### src/rtl/rowseq_pkg.sv
`timescale 1ns/1ps
package rowseq_pkg;

    localparam int unsigned NUM_W = 5;
    localparam int unsigned W_CLK = 0;
    localparam int unsigned W_PC  = 1;
    localparam int unsigned W_SIG = 2;
    localparam int unsigned W_RST = 3;
    localparam int unsigned W_RLV = 4;

    typedef enum logic [3:0] {
        PH_IDLE,
        PH_LEAD,
        PH_RCLK,
        PH_PC1,
        PH_SIG,
        PH_PC2,
        PH_RST,
        PH_RLV,
        PH_RST2,
        PH_DONE
    } phase_t;

    typedef struct packed {
        logic roll;
        logic full;
        logic black;
    } mode_t;

    typedef struct packed {
        logic row_clk;
        logic row_sel;
        logic col_pc;
        logic sh_sig;
        logic sh_rst;
        logic pix_rst;
        logic drv_rd;
        logic drv_rst;
        logic sync_row;
        logic sync_col;
        logic busy;
        logic done;
    } pins_t;

    // Setup window in whole clock cycles, rounded up, never below one.
    function automatic int unsigned setup_cycles(input int unsigned period_ps,
                                                 input int unsigned setup_ps);
        int unsigned n;
        n = (setup_ps + period_ps - 1) / period_ps;
        if (n == 0) n = 1;
        return n;
    endfunction

    function automatic phase_t phase_after(input phase_t p, input logic roll);
        case (p)
            PH_LEAD: return PH_RCLK;
            PH_RCLK: return PH_PC1;
            PH_PC1:  return PH_SIG;
            PH_SIG:  return PH_PC2;
            PH_PC2:  return PH_RST;
            PH_RST:  return PH_RLV;
            PH_RLV:  return roll ? PH_RST2 : PH_DONE;
            PH_RST2: return PH_DONE;
            default: return PH_IDLE;
        endcase
    endfunction

endpackage

### src/rtl/rowseq_timer.sv
`timescale 1ns/1ps
module rowseq_timer #(
    parameter int unsigned CNTW = 8
) (
    input  logic            clk,
    input  logic            rst,
    input  logic            load,
    input  logic [CNTW-1:0] load_val,
    output logic            last
);

    logic [CNTW-1:0] cnt_q;

    always_ff @(posedge clk) begin
        if (rst) begin
            cnt_q <= '0;
        end else if (load) begin
            cnt_q <= load_val;
        end else if (cnt_q != '0) begin
            cnt_q <= cnt_q - 1'b1;
        end
    end

    assign last = (cnt_q == CNTW'(1));

    AST_TMR_PARKED: assert property (@(posedge clk) disable iff (rst)
        (!load && cnt_q == '0) |=> (cnt_q == '0));

    AST_TMR_STEP: assert property (@(posedge clk) disable iff (rst)
        (!load && cnt_q != '0) |=> (cnt_q == CNTW'($past(cnt_q) - 1'b1)));

endmodule

### src/rtl/rowseq_ctrl.sv
`timescale 1ns/1ps
module rowseq_ctrl
    import rowseq_pkg::*;
#(
    parameter int unsigned CW    = 8,
    parameter int unsigned SETUP = 4
) (
    input  logic                      clk,
    input  logic                      rst,
    input  logic                      line_start,
    input  logic                      frame_start,
    input  mode_t                     mode_in,
    input  logic [NUM_W-1:0][CW-1:0]  wid_in,
    output phase_t                    phase,
    output mode_t                     mode_q,
    output logic                      frame_q,
    output logic                      err
);

    localparam int unsigned SW   = $clog2(SETUP + 1);
    localparam int unsigned CNTW = (CW > SW) ? CW : SW;

    phase_t                   phase_q, phase_d;
    logic [NUM_W-1:0][CW-1:0] wid_clamp;
    logic [NUM_W-1:0][CW-1:0] wid_q;
    logic                     pend_q;
    logic                     err_q;
    logic                     accept;
    logic                     tmr_load;
    logic [CNTW-1:0]          tmr_val;
    logic                     tmr_last;

    // A zero width is stretched to one cycle.
    for (genvar i = 0; i < NUM_W; i++) begin : g_clamp
        assign wid_clamp[i] = (wid_in[i] == '0) ? CW'(1) : wid_in[i];
    end

    function automatic logic [CNTW-1:0] dur_of(input phase_t p,
                                               input logic [NUM_W-1:0][CW-1:0] w);
        case (p)
            PH_LEAD:         return CNTW'(SETUP);
            PH_RCLK:         return CNTW'(w[W_CLK]);
            PH_PC1, PH_PC2:  return CNTW'(w[W_PC]);
            PH_SIG:          return CNTW'(w[W_SIG]);
            PH_RST, PH_RST2: return CNTW'(w[W_RST]);
            PH_RLV:          return CNTW'(w[W_RLV]);
            PH_DONE:         return CNTW'(1);
            default:         return '0;
        endcase
    endfunction

    assign accept = line_start && (phase_q == PH_IDLE);

    always_comb begin
        phase_d  = phase_q;
        tmr_load = 1'b0;
        tmr_val  = '0;
        if (accept) begin
            phase_d  = PH_LEAD;
            tmr_load = 1'b1;
            tmr_val  = CNTW'(SETUP);
        end else if (phase_q != PH_IDLE && tmr_last) begin
            phase_d  = phase_after(phase_q, mode_q.roll);
            tmr_load = 1'b1;
            tmr_val  = dur_of(phase_d, wid_q);
        end
    end

    rowseq_timer #(.CNTW(CNTW)) u_timer (
        .clk      (clk),
        .rst      (rst),
        .load     (tmr_load),
        .load_val (tmr_val),
        .last     (tmr_last)
    );

    always_ff @(posedge clk) begin
        if (rst) begin
            phase_q <= PH_IDLE;
            mode_q  <= '0;
            wid_q   <= '0;
            frame_q <= 1'b0;
            pend_q  <= 1'b0;
            err_q   <= 1'b0;
        end else begin
            phase_q <= phase_d;
            if (accept) begin
                mode_q  <= mode_in;
                wid_q   <= wid_clamp;
                frame_q <= pend_q | frame_start;
                pend_q  <= 1'b0;
            end else if (frame_start) begin
                pend_q  <= 1'b1;
            end
            if (line_start && !accept) begin
                err_q <= 1'b1;
            end
        end
    end

    assign phase = phase_q;
    assign err   = err_q;

    AST_ERR_STICKY: assert property (@(posedge clk) disable iff (rst)
        err_q |=> err_q);

    AST_BUSY_IGNORE: assert property (@(posedge clk) disable iff (rst)
        (line_start && phase_q != PH_IDLE && phase_q != PH_LEAD) |=> (phase_q != PH_LEAD));

    AST_RST2_ROLL_ONLY: assert property (@(posedge clk) disable iff (rst)
        (phase_q == PH_RST2) |-> mode_q.roll);

    AST_CFG_FROZEN: assert property (@(posedge clk) disable iff (rst)
        (phase_q != PH_IDLE) |=> ($stable(wid_q) && $stable(mode_q)));

endmodule

### src/rtl/rowseq_decode.sv
`timescale 1ns/1ps
module rowseq_decode
    import rowseq_pkg::*;
#(
    parameter int unsigned SETUP = 4
) (
    input  logic   clk,
    input  logic   rst,
    input  phase_t phase,
    input  mode_t  mode,
    input  logic   frame,
    output pins_t  pins
);

    localparam int unsigned SCW = $clog2(SETUP + 1) + 1;

    always_comb begin
        pins        = '0;
        pins.sh_sig = 1'b1;
        pins.sh_rst = 1'b1;
        pins.drv_rd = 1'b1;
        if (phase != PH_IDLE) begin
            pins.busy    = 1'b1;
            pins.drv_rst = mode.full && !mode.roll;
        end
        case (phase)
            PH_LEAD: begin
                pins.sync_row = frame;
            end
            PH_RCLK: begin
                pins.row_clk  = 1'b1;
                pins.sync_row = frame;
            end
            PH_PC1: begin
                pins.col_pc   = 1'b1;
                pins.pix_rst  = mode.black;
                pins.sync_col = frame;
            end
            PH_SIG: begin
                pins.row_sel = 1'b1;
                pins.sh_sig  = 1'b0;
            end
            PH_PC2: begin
                pins.col_pc = 1'b1;
            end
            PH_RST: begin
                pins.row_sel = 1'b1;
                pins.pix_rst = 1'b1;
            end
            PH_RLV: begin
                pins.row_sel = 1'b1;
                pins.sh_rst  = 1'b0;
            end
            PH_RST2: begin
                pins.pix_rst = 1'b1;
                pins.drv_rd  = 1'b0;
                pins.drv_rst = 1'b1;
            end
            PH_DONE: begin
                pins.done = 1'b1;
            end
            default: ;
        endcase
    end

    // Cycles of row sync seen ahead of the row clock edge.
    logic [SCW-1:0] lead_q;

    always_ff @(posedge clk) begin
        if (rst) begin
            lead_q <= '0;
        end else if (pins.sync_row && !pins.row_clk) begin
            if (lead_q != '1) lead_q <= lead_q + 1'b1;
        end else if (!pins.sync_row) begin
            lead_q <= '0;
        end
    end

    AST_PC_SEL_EXCL: assert property (@(posedge clk) disable iff (rst)
        !(pins.col_pc && pins.row_sel));

    AST_ONE_TRACK: assert property (@(posedge clk) disable iff (rst)
        (pins.sh_sig || pins.sh_rst));

    AST_RST_AT_PC_FALL: assert property (@(posedge clk) disable iff (rst)
        ($rose(pins.pix_rst) && pins.row_sel) |-> $fell(pins.col_pc));

    AST_DRV_COMPL: assert property (@(posedge clk) disable iff (rst)
        (pins.busy && mode.roll) |-> (pins.drv_rd ^ pins.drv_rst));

    AST_SYNC_SETUP: assert property (@(posedge clk) disable iff (rst)
        ($rose(pins.row_clk) && pins.sync_row) |-> (lead_q >= SCW'(SETUP)));

endmodule

### src/rtl/rowseq_top.sv
`timescale 1ns/1ps
module rowseq_top
    import rowseq_pkg::*;
#(
    parameter int unsigned CW            = 8,
    parameter int unsigned CLK_PERIOD_PS = 10000,
    parameter int unsigned SYNC_SETUP_PS = 200000
) (
    input  logic          clk,
    input  logic          rst,
    input  logic          line_start,
    input  logic          frame_start,
    input  logic          mode_roll,
    input  logic          mode_full,
    input  logic          mode_black,
    input  logic [CW-1:0] cfg_clk_w,
    input  logic [CW-1:0] cfg_pc_w,
    input  logic [CW-1:0] cfg_sig_w,
    input  logic [CW-1:0] cfg_rst_w,
    input  logic [CW-1:0] cfg_rlv_w,
    output logic          row_clk_rd,
    output logic          row_clk_rst,
    output logic          row_sel,
    output logic          col_pc,
    output logic          sh_sig,
    output logic          sh_rst,
    output logic          pix_rst,
    output logic          drv_rd,
    output logic          drv_rst,
    output logic          sync_rd,
    output logic          sync_rst,
    output logic          sync_col,
    output logic          busy,
    output logic          line_done,
    output logic          err_overrun
);

    localparam int unsigned SETUP = setup_cycles(CLK_PERIOD_PS, SYNC_SETUP_PS);

    logic [NUM_W-1:0][CW-1:0] wid_in;
    mode_t                    mode_in;
    mode_t                    mode_q;
    phase_t                   phase;
    logic                     frame_q;
    pins_t                    pins;

    assign wid_in[W_CLK] = cfg_clk_w;
    assign wid_in[W_PC]  = cfg_pc_w;
    assign wid_in[W_SIG] = cfg_sig_w;
    assign wid_in[W_RST] = cfg_rst_w;
    assign wid_in[W_RLV] = cfg_rlv_w;

    assign mode_in = '{roll: mode_roll, full: mode_full, black: mode_black};

    rowseq_ctrl #(.CW(CW), .SETUP(SETUP)) u_ctrl (
        .clk         (clk),
        .rst         (rst),
        .line_start  (line_start),
        .frame_start (frame_start),
        .mode_in     (mode_in),
        .wid_in      (wid_in),
        .phase       (phase),
        .mode_q      (mode_q),
        .frame_q     (frame_q),
        .err         (err_overrun)
    );

    rowseq_decode #(.SETUP(SETUP)) u_decode (
        .clk   (clk),
        .rst   (rst),
        .phase (phase),
        .mode  (mode_q),
        .frame (frame_q),
        .pins  (pins)
    );

    assign row_clk_rd  = pins.row_clk;
    assign row_clk_rst = pins.row_clk;
    assign row_sel     = pins.row_sel;
    assign col_pc      = pins.col_pc;
    assign sh_sig      = pins.sh_sig;
    assign sh_rst      = pins.sh_rst;
    assign pix_rst     = pins.pix_rst;
    assign drv_rd      = pins.drv_rd;
    assign drv_rst     = pins.drv_rst;
    assign sync_rd     = pins.sync_row;
    assign sync_rst    = pins.sync_row;
    assign sync_col    = pins.sync_col;
    assign busy        = pins.busy;
    assign line_done   = pins.done;

    AST_DONE_PULSE: assert property (@(posedge clk) disable iff (rst)
        line_done |=> !line_done);

    AST_DONE_WHILE_BUSY: assert property (@(posedge clk) disable iff (rst)
        line_done |-> busy);

    AST_COL_SYNC_IN_PC: assert property (@(posedge clk) disable iff (rst)
        sync_col |-> col_pc);

    AST_CLK_PAIR: assert property (@(posedge clk) disable iff (rst)
        row_clk_rd == row_clk_rst);

endmodule

### config.mk
export PLATFORM = sky130hd
export DESIGN_NAME = rowseq_top
export DESIGN_NICKNAME = d
export VERILOG_FILES = /design/src/rtl/rowseq_pkg.sv /design/src/rtl/rowseq_timer.sv /design/src/rtl/rowseq_ctrl.sv /design/src/rtl/rowseq_decode.sv /design/src/rtl/rowseq_top.sv
export SDC_FILE = /design/constraint.sdc
export NUM_CORES = 1
export LEC_CHECK = 0
export ABC_AREA = 1
export CAP_MARGIN = 20
export CORE_ASPECT_RATIO = 1.75
export CORE_MARGIN = 5
export CORE_UTILIZATION = 40
export DETAILED_ROUTE_END_ITERATION = 10
export DONT_BUFFER_PORTS = 1
export PLACE_DENSITY_LB_ADDON = 0.05
export SYNTH_ARGS = -nofsm -noshare
export SYNTH_HDL_FRONTEND = slang
export SYNTH_SLANG_ARGS = --single-unit
### constraint.sdc
create_clock -name clk -period 3.5 [get_ports clk]
set_clock_uncertainty 0.1 [all_clocks]
set_input_delay 0.525 -clock clk [delete_from_list [all_inputs] [get_ports clk]]
set_output_delay 0.525 -clock clk [all_outputs]
set_load 0.005 [all_outputs]
==> results of run 1 <==
## cells by family (layout without fill, tap and decap cells)
logic type / after synthesis / count (layout)
adder cells (fa/ha/maj): 2 / 2
buffers and inverters: 59 / 59
XOR/XNOR: 6 / 6
AO/OA/AOI/OAI: 107 / 107
flip-flops: 58 / 58
AND/OR/NAND/NOR: 155 / 155
## worst max-delay path: cells and delay by family, from the launching register on
| kind | cells | cell delay, ns |
|---|---|---|
| compound gates | 1 | 0.35 |
| simple gates | 2 | 0.48 |
| buf+inv | 1 | 0.10 |
| flops | 1 | 0.41 |
## final timing paths
kind,start,endpoint
max,u_ctrl.phase[0],sync_rst
min,rst,u_ctrl.err
max reg2reg,u_ctrl.phase[3],u_ctrl.u_timer.cnt_q[0]
min reg2reg,u_ctrl.wid_q[18],u_ctrl.wid_q[18]
## state kept, by name, summed over array words and instances (netlist names)
signal and cells:
u_ctrl.phase 4, u_ctrl.mode_q 3, u_ctrl.err 1, u_ctrl.pend_q 1, u_ctrl.frame_q 1, u_ctrl.u_timer.cnt_q 8, u_ctrl.wid_q 40
## cell type report
class / instances / area, µm² / share of cell area
Multi-Input combinational cell: 270 / 1330 / 0.436
Sequential cell: 58 / 1160 / 0.380
Clock buffer: 12 / 246 / 0.0807
Inverter: 43 / 161 / 0.0529
Tap cell: 84 / 105 / 0.0344
Clock inverter: 3 / 40.0 / 0.0131
Timing Repair Buffer: 1 / 7.51 / 0.00246
## power by group through the flow
stage,clock network [W],logic [W],registers (W)
finish,0.000850,0.000545,0.000856
global route,0.000894,0.000628,0.000867
CTS,0.000870,0.000556,0.000856
detailed placement,0,0.000551,0.000868
global placement,0,0.000551,0.000866
floorplan,0,0.000463,0.000849
## cell usage after synthesis (4+ instances only)
library cell	n
nor2_1	65
dfxtp_1	58
o21ai_0	51
nand2_1	48
a21oi_1	41
inv_1	40
nand3_1	18
nor3_1	8
clkbuf_1	7
o22ai_1	6
a211oi_1	5
nor4_1	5
buf_2	4
xnor2_1	4
## cell usage in the layout, fill, tap and decap left out, types with 2 or more instances in the layout
cell / count
nor3_1: 8
clkbuf_1: 2
nor2_4: 2
nor4_1: 5
nand3_1: 18
a21oi_1: 41
o22ai_1: 6
a211oi_1: 5
inv_2: 2
xnor2_1: 4
nand2_1: 48
nor2_2: 3
o21ai_0: 51
nor2_1: 65
ha_1: 2
clkinv_2: 2
nand2_2: 2
xor2_1: 2
clkbuf_16: 9
dfxtp_1: 58
inv_1: 40
## through the flow
step | std cells | power (W) | setup slack (ns)
after floorplan | 387 | 0.00131 | 1.76
after global placement | 456 | 0.00142 | 1.21
after detailed placement | 456 | 0.00142 | 1.14
after CTS | 471 | 0.00228 | 1.13
after global routing | 471 | 0.00239 | 0.950
final | 471 | 0.00225 | 1.21
## metal layers
metal | vias up | wire (µm) | GRT usage | share of wire
met3 | 15 | 323 | 0.0486 | 0.042
met4 | 0 | 270 | 0.100 | 0.035
li1 | 1270 | - | - | -
met5 | - | 0 | 0 | 0
met2 | 46 | 4070 | 0.322 | 0.53
met1 | 1139 | 2950 | 0.193 | 0.39
==> flow_metrics.py, run 1 <==
metrics = {
    "outcome": {
        "status": "completed",
    },
    "yosys": {
        "synth-edff-count": 0,
        "syn_nets": 436,
        "yosys.area_share.adder": 0.00910,
        "yosys-top-cells-area": "dfxtp_1, o21ai_0, nor2_1",
        "synthDistinctLibCells": 31,
        "synthSimpleGateAreaFrac": 0.250,
        "yosys_warnings": 0,
        "ys.flop_type": "dfxtp_1",
        "synth-xor-area-share": 0.0191,
        "synth_seq_area_share": 0.422,
        "synthMuxAreaShare": 0,
        "synth_top_family_by_area": "simple AND/OR/NAND/NOR gates",
        "synth_compound_area_frac": 0.206,
        "synth_area_um2": 2750,
        "yosysTopAreaCell": "dfxtp_1",
        "synthesis.instances": 387,
        "synth-seq-cells": 58,
        "synth_top_area_frac": 0.422,
        "syn_area_per_cell_um2": 7.10,
        "async_flop_share": 0,
    },
    "worst_setup_path": {
        "worstPathArrival_ns": 1.67,
        "end_kind": "primary output",
        "path_cells": "inv_1 > nor2_2 > nand2_1 > a21oi_1",
        "rrSetupSlack_ns": 1.23,
        "critical_path_required_ns": 2.87,
        "r2r_cells": 9,
        "critical_path.max_stage_delay_ns": 0.41,
        "cp_max_fo": 8,
        "crit_slowest_cell": "dfxtp_1",
        "worstSetupStartpointType": "flop",
        "criticalPathCategory": "reg2out",
    },
    "sta": {
        "slew_viol_final": 0,
        "tns_ns": 0,
        "rsz0062_at_grt": "false",
        "clock.fmax_mhz": 436,
        "min_period_ns": 2.29,
        "tightest_slew_ns": 0.970,
        "setup_viol": 0,
        "whs_ns": 0.162,
        "max_slew_margin": 0.352,
        "period_share": 0.655,
        "hold_viol": 0,
    },
    "final_layout": {
        "drive_gt1_frac": 0.0698,
        "final_cell_area_um2": 3050,
        "area_delta_synth_final_pct": 11.1,
        "antenna_cells": 0,
        "fin_nets": 432,
        "fin_util": 0.449,
        "nFillCells": 759,
    },
    "floorplanning": {
        "dieArea_um2": 8700,
        "row_count": 40,
        "coreArea_um2": 6810,
        "start_util": 0.404,
        "die_w_um": 72.7,
        "die_h_um": 120,
        "ios": 62,
    },
    "global_route": {
        "antenna_found_initial": 0,
        "grt.overflow.total": 0,
        "track_usage": 0.184,
        "grt_max_degree": 69,
        "grt_pass1_wl_um": 12100,
        "grt_pass1_vias": 2522,
    },
    "power_and_ir_drop": {
        "vdd_drop_max_mv": 0.319,
        "p_seq_frac": 0.380,
        "power_frac_clock": 0.378,
        "p_int_w": 0.00154,
        "swShare": 0.315,
        "p_per_area_nw_per_um2": 738,
        "p_leak_nw": 1.24,
        "combPwrFrac": 0.242,
        "switchingPower_w": 0.000710,
    },
    "route": {
        "vias_per_cell": 5.24,
        "dr.first_iter.drc_count": 124,
        "drc": 0,
        "first_pass_iters": 4,
        "routed-via-count": 2470,
        "wire_per_inst_um": 16.2,
        "ant_nets": 0,
        "wl_um": 7610,
    },
    "clock_tree": {
        "cts.sinks": 58,
        "cts_tree": "built",
        "holdBufCountCts": 0,
        "cts_setup_buffers": 0,
        "cts_max_path_buffers": 2,
        "clkSlewWorstSetupHoldPaths_ns": 0.05,
        "cts_root_buffer": "clkbuf_16",
        "htree_levels": 3,
        "cts_buffers": 9,
        "clk_latency_ns": 0.33,
        "cts.repair.resized": 0,
    },
    "worst_hold_path": {
        "hold_path.class": "in2reg",
        "holdPathStages": 1,
    },
    "run": {
        "cap_violations": 0,
    },
    "place": {
        "gp_congestion": 0.805,
        "post_dp_cell_area_um2": 2770,
        "io_buffers": 0,
        "place_hpwl_um": 5720,
    },
}
Power figures use the tool's default switching activity.
==> run 2, diff against run 1 <==
- clock period: 3.5 -> 2.36 ns (I/O delays scaled with it)
==> flow_metrics.py, run 2 (same netlist as run 1, synthesis figures left out) <==
metrics = {
    "outcome": {
        "status": "completed",
    },
    "power_and_ir_drop": {
        "p_per_area_nw_per_um2": 1110,
        "p_leak_nw": 1.27,
        "vdd_drop_max_mv": 0.445,
        "power.total_w": 0.00344,
    },
    "clock_tree": {
        "cts.repair.resized": 0,
        "cts.sinks": 58,
        "cts_setup_buffers": 0,
        "cts_max_path_buffers": 2,
        "clk_latency_ns": 0.33,
        "cts_tree": "built",
        "clkSlewWorstSetupHoldPaths_ns": 0.05,
        "htree_levels": 3,
        "cts_root_buffer": "clkbuf_16",
        "holdBufCountCts": 1,
        "cts_buffers": 9,
    },
    "floorplanning": {
        "die_h_um": 120,
        "dieArea_um2": 8700,
        "ios": 62,
        "start_util": 0.404,
        "coreArea_um2": 6810,
        "die_w_um": 72.7,
        "row_count": 40,
    },
    "global_route": {
        "antenna_found_initial": 0,
        "grt_max_degree": 26,
        "grt_pass1_vias": 2553,
        "grt.overflow.total": 0,
        "track_usage": 0.200,
        "grt_pass1_wl_um": 12900,
    },
    "final_layout": {
        "final_cell_mix": "nor2_1, dfxtp_1, o21ai_0",
        "largest_reg_flops": 40,
        "final_common_cell": "nor2_1",
        "ff_latch_area_um2": 1160,
        "multi_input_area_um2": 1330,
        "drive_gt1_frac": 0.0842,
        "antenna_cells": 0,
        "fin_nets": 438,
        "nFillCells": 745,
        "area_delta_synth_final_pct": 13.0,
        "largest_register": "u_ctrl.wid_q",
    },
    "worst_setup_path": {
        "rrSetupSlack_ns": 0.50,
        "end_kind": "primary output",
        "criticalPathCategory": "reg2out",
        "r2r_start": "u_ctrl.phase[3]",
        "rr_endpoint": "u_ctrl.u_timer.cnt_q[7]",
        "critical_path_required_ns": 1.91,
        "crit_path_end": "sync_rst",
        "r2r_cells": 7,
        "worstSetupStartpointType": "flop",
        "cp_max_fo": 8,
        "cp-startpoint": "u_ctrl.phase[0]",
        "worstPathArrival_ns": 1.67,
    },
    "sta": {
        "rsz0062_at_grt": "false",
        "setup_viol": 0,
        "tns_ns": 0,
        "clock.fmax_mhz": 471,
        "hold_viol": 0,
        "period_share": 0.900,
        "tightest_slew_ns": 0.478,
        "slew_viol_final": 0,
        "min_period_ns": 2.12,
        "max_slew_margin": 0.681,
    },
    "place": {
        "place_hpwl_um": 6150,
        "io_buffers": 0,
        "gp_congestion": 0.881,
    },
    "run": {
        "cap_violations": 0,
    },
    "route": {
        "first_pass_iters": 4,
        "dr.first_iter.drc_count": 142,
        "wire_per_inst_um": 17.2,
        "vias_per_cell": 5.34,
        "routed-via-count": 2543,
        "ant_nets": 0,
        "drc": 0,
        "wl_um": 8170,
    },
    "worst_hold_path": {
        "hold_path.class": "in2reg",
    },
}
[run 2: changes by cell type in the layout (fill, tap and decap cells not counted), sizes merged]
cell / before / now
dlygate4sd3: 0 / 1
clkbuf: 12 / 11
buf: 1 / 6
[run 2: per-layer routing]
metal,wire [µm],GRT usage,vias up
met4,271,0.109,0
met2,4330,0.343,73
met5,0,0,-
met1,3130,0.216,1173
met3,433,0.0553,20
li1,-,-,1277
[run 2: worst min-delay path by stage]
stage	depth (start not counted)	startpoint	end	slack, ns
after CTS	2	cfg_clk_w[0]	u_ctrl.wid_q[0]	0.04
final	2	cfg_rlv_w[0]	u_ctrl.wid_q[32]	0.05
after detailed placement	1	rst	u_ctrl.wid_q[31]	0.33
after floorplan	1	rst	u_ctrl.wid_q[31]	0.32
after global routing	2	cfg_pc_w[0]	u_ctrl.wid_q[8]	0.05
after global placement	1	rst	u_ctrl.wid_q[31]	0.33
[run 2: metrics by stage]
stage               hold WS (ns)   util  cells  setup slack, ns  instance area, µm²
global placement           0.327  0.412    461            0.505                2800
CTS                       0.0402  0.456    476            0.225                3110
finish                    0.0516  0.456    476            0.235                3110
detailed placement         0.326  0.412    461            0.506                2800
global route              0.0453  0.456    476            0.152                3110
floorplan                  0.323      -    387            0.794                2750
[run 2: where the power goes]
| part | total [W] | internal, W | switching [W] |
|---|---|---|---|
| logic | 0.000864 | 0.000302 | 0.000562 |
| clock network | 0.00130 | 0.000857 | 0.000442 |
| registers | 0.00128 | 0.00117 | 0.000111 |
| total | 0.00344 | 0.00233 | 0.00112 |
[run 2: area by class of cell]
cell class | instances | area share
Sequential cell | 58 | 0.374
Inverter | 43 | 0.0520
Clock buffer | 11 | 0.0814
Clock inverter | 3 | 0.0129
Multi-Input combinational cell | 270 | 0.429
Tap cell | 84 | 0.0338
Timing Repair Buffer | 7 | 0.0177
[run 2: worst max-delay path, stage by stage (launching register included)]
cell	delay, ns
dfxtp_1	0.42
inv_1	0.11
nor2_2	0.20
nand2_1	0.26
a21oi_1	0.35
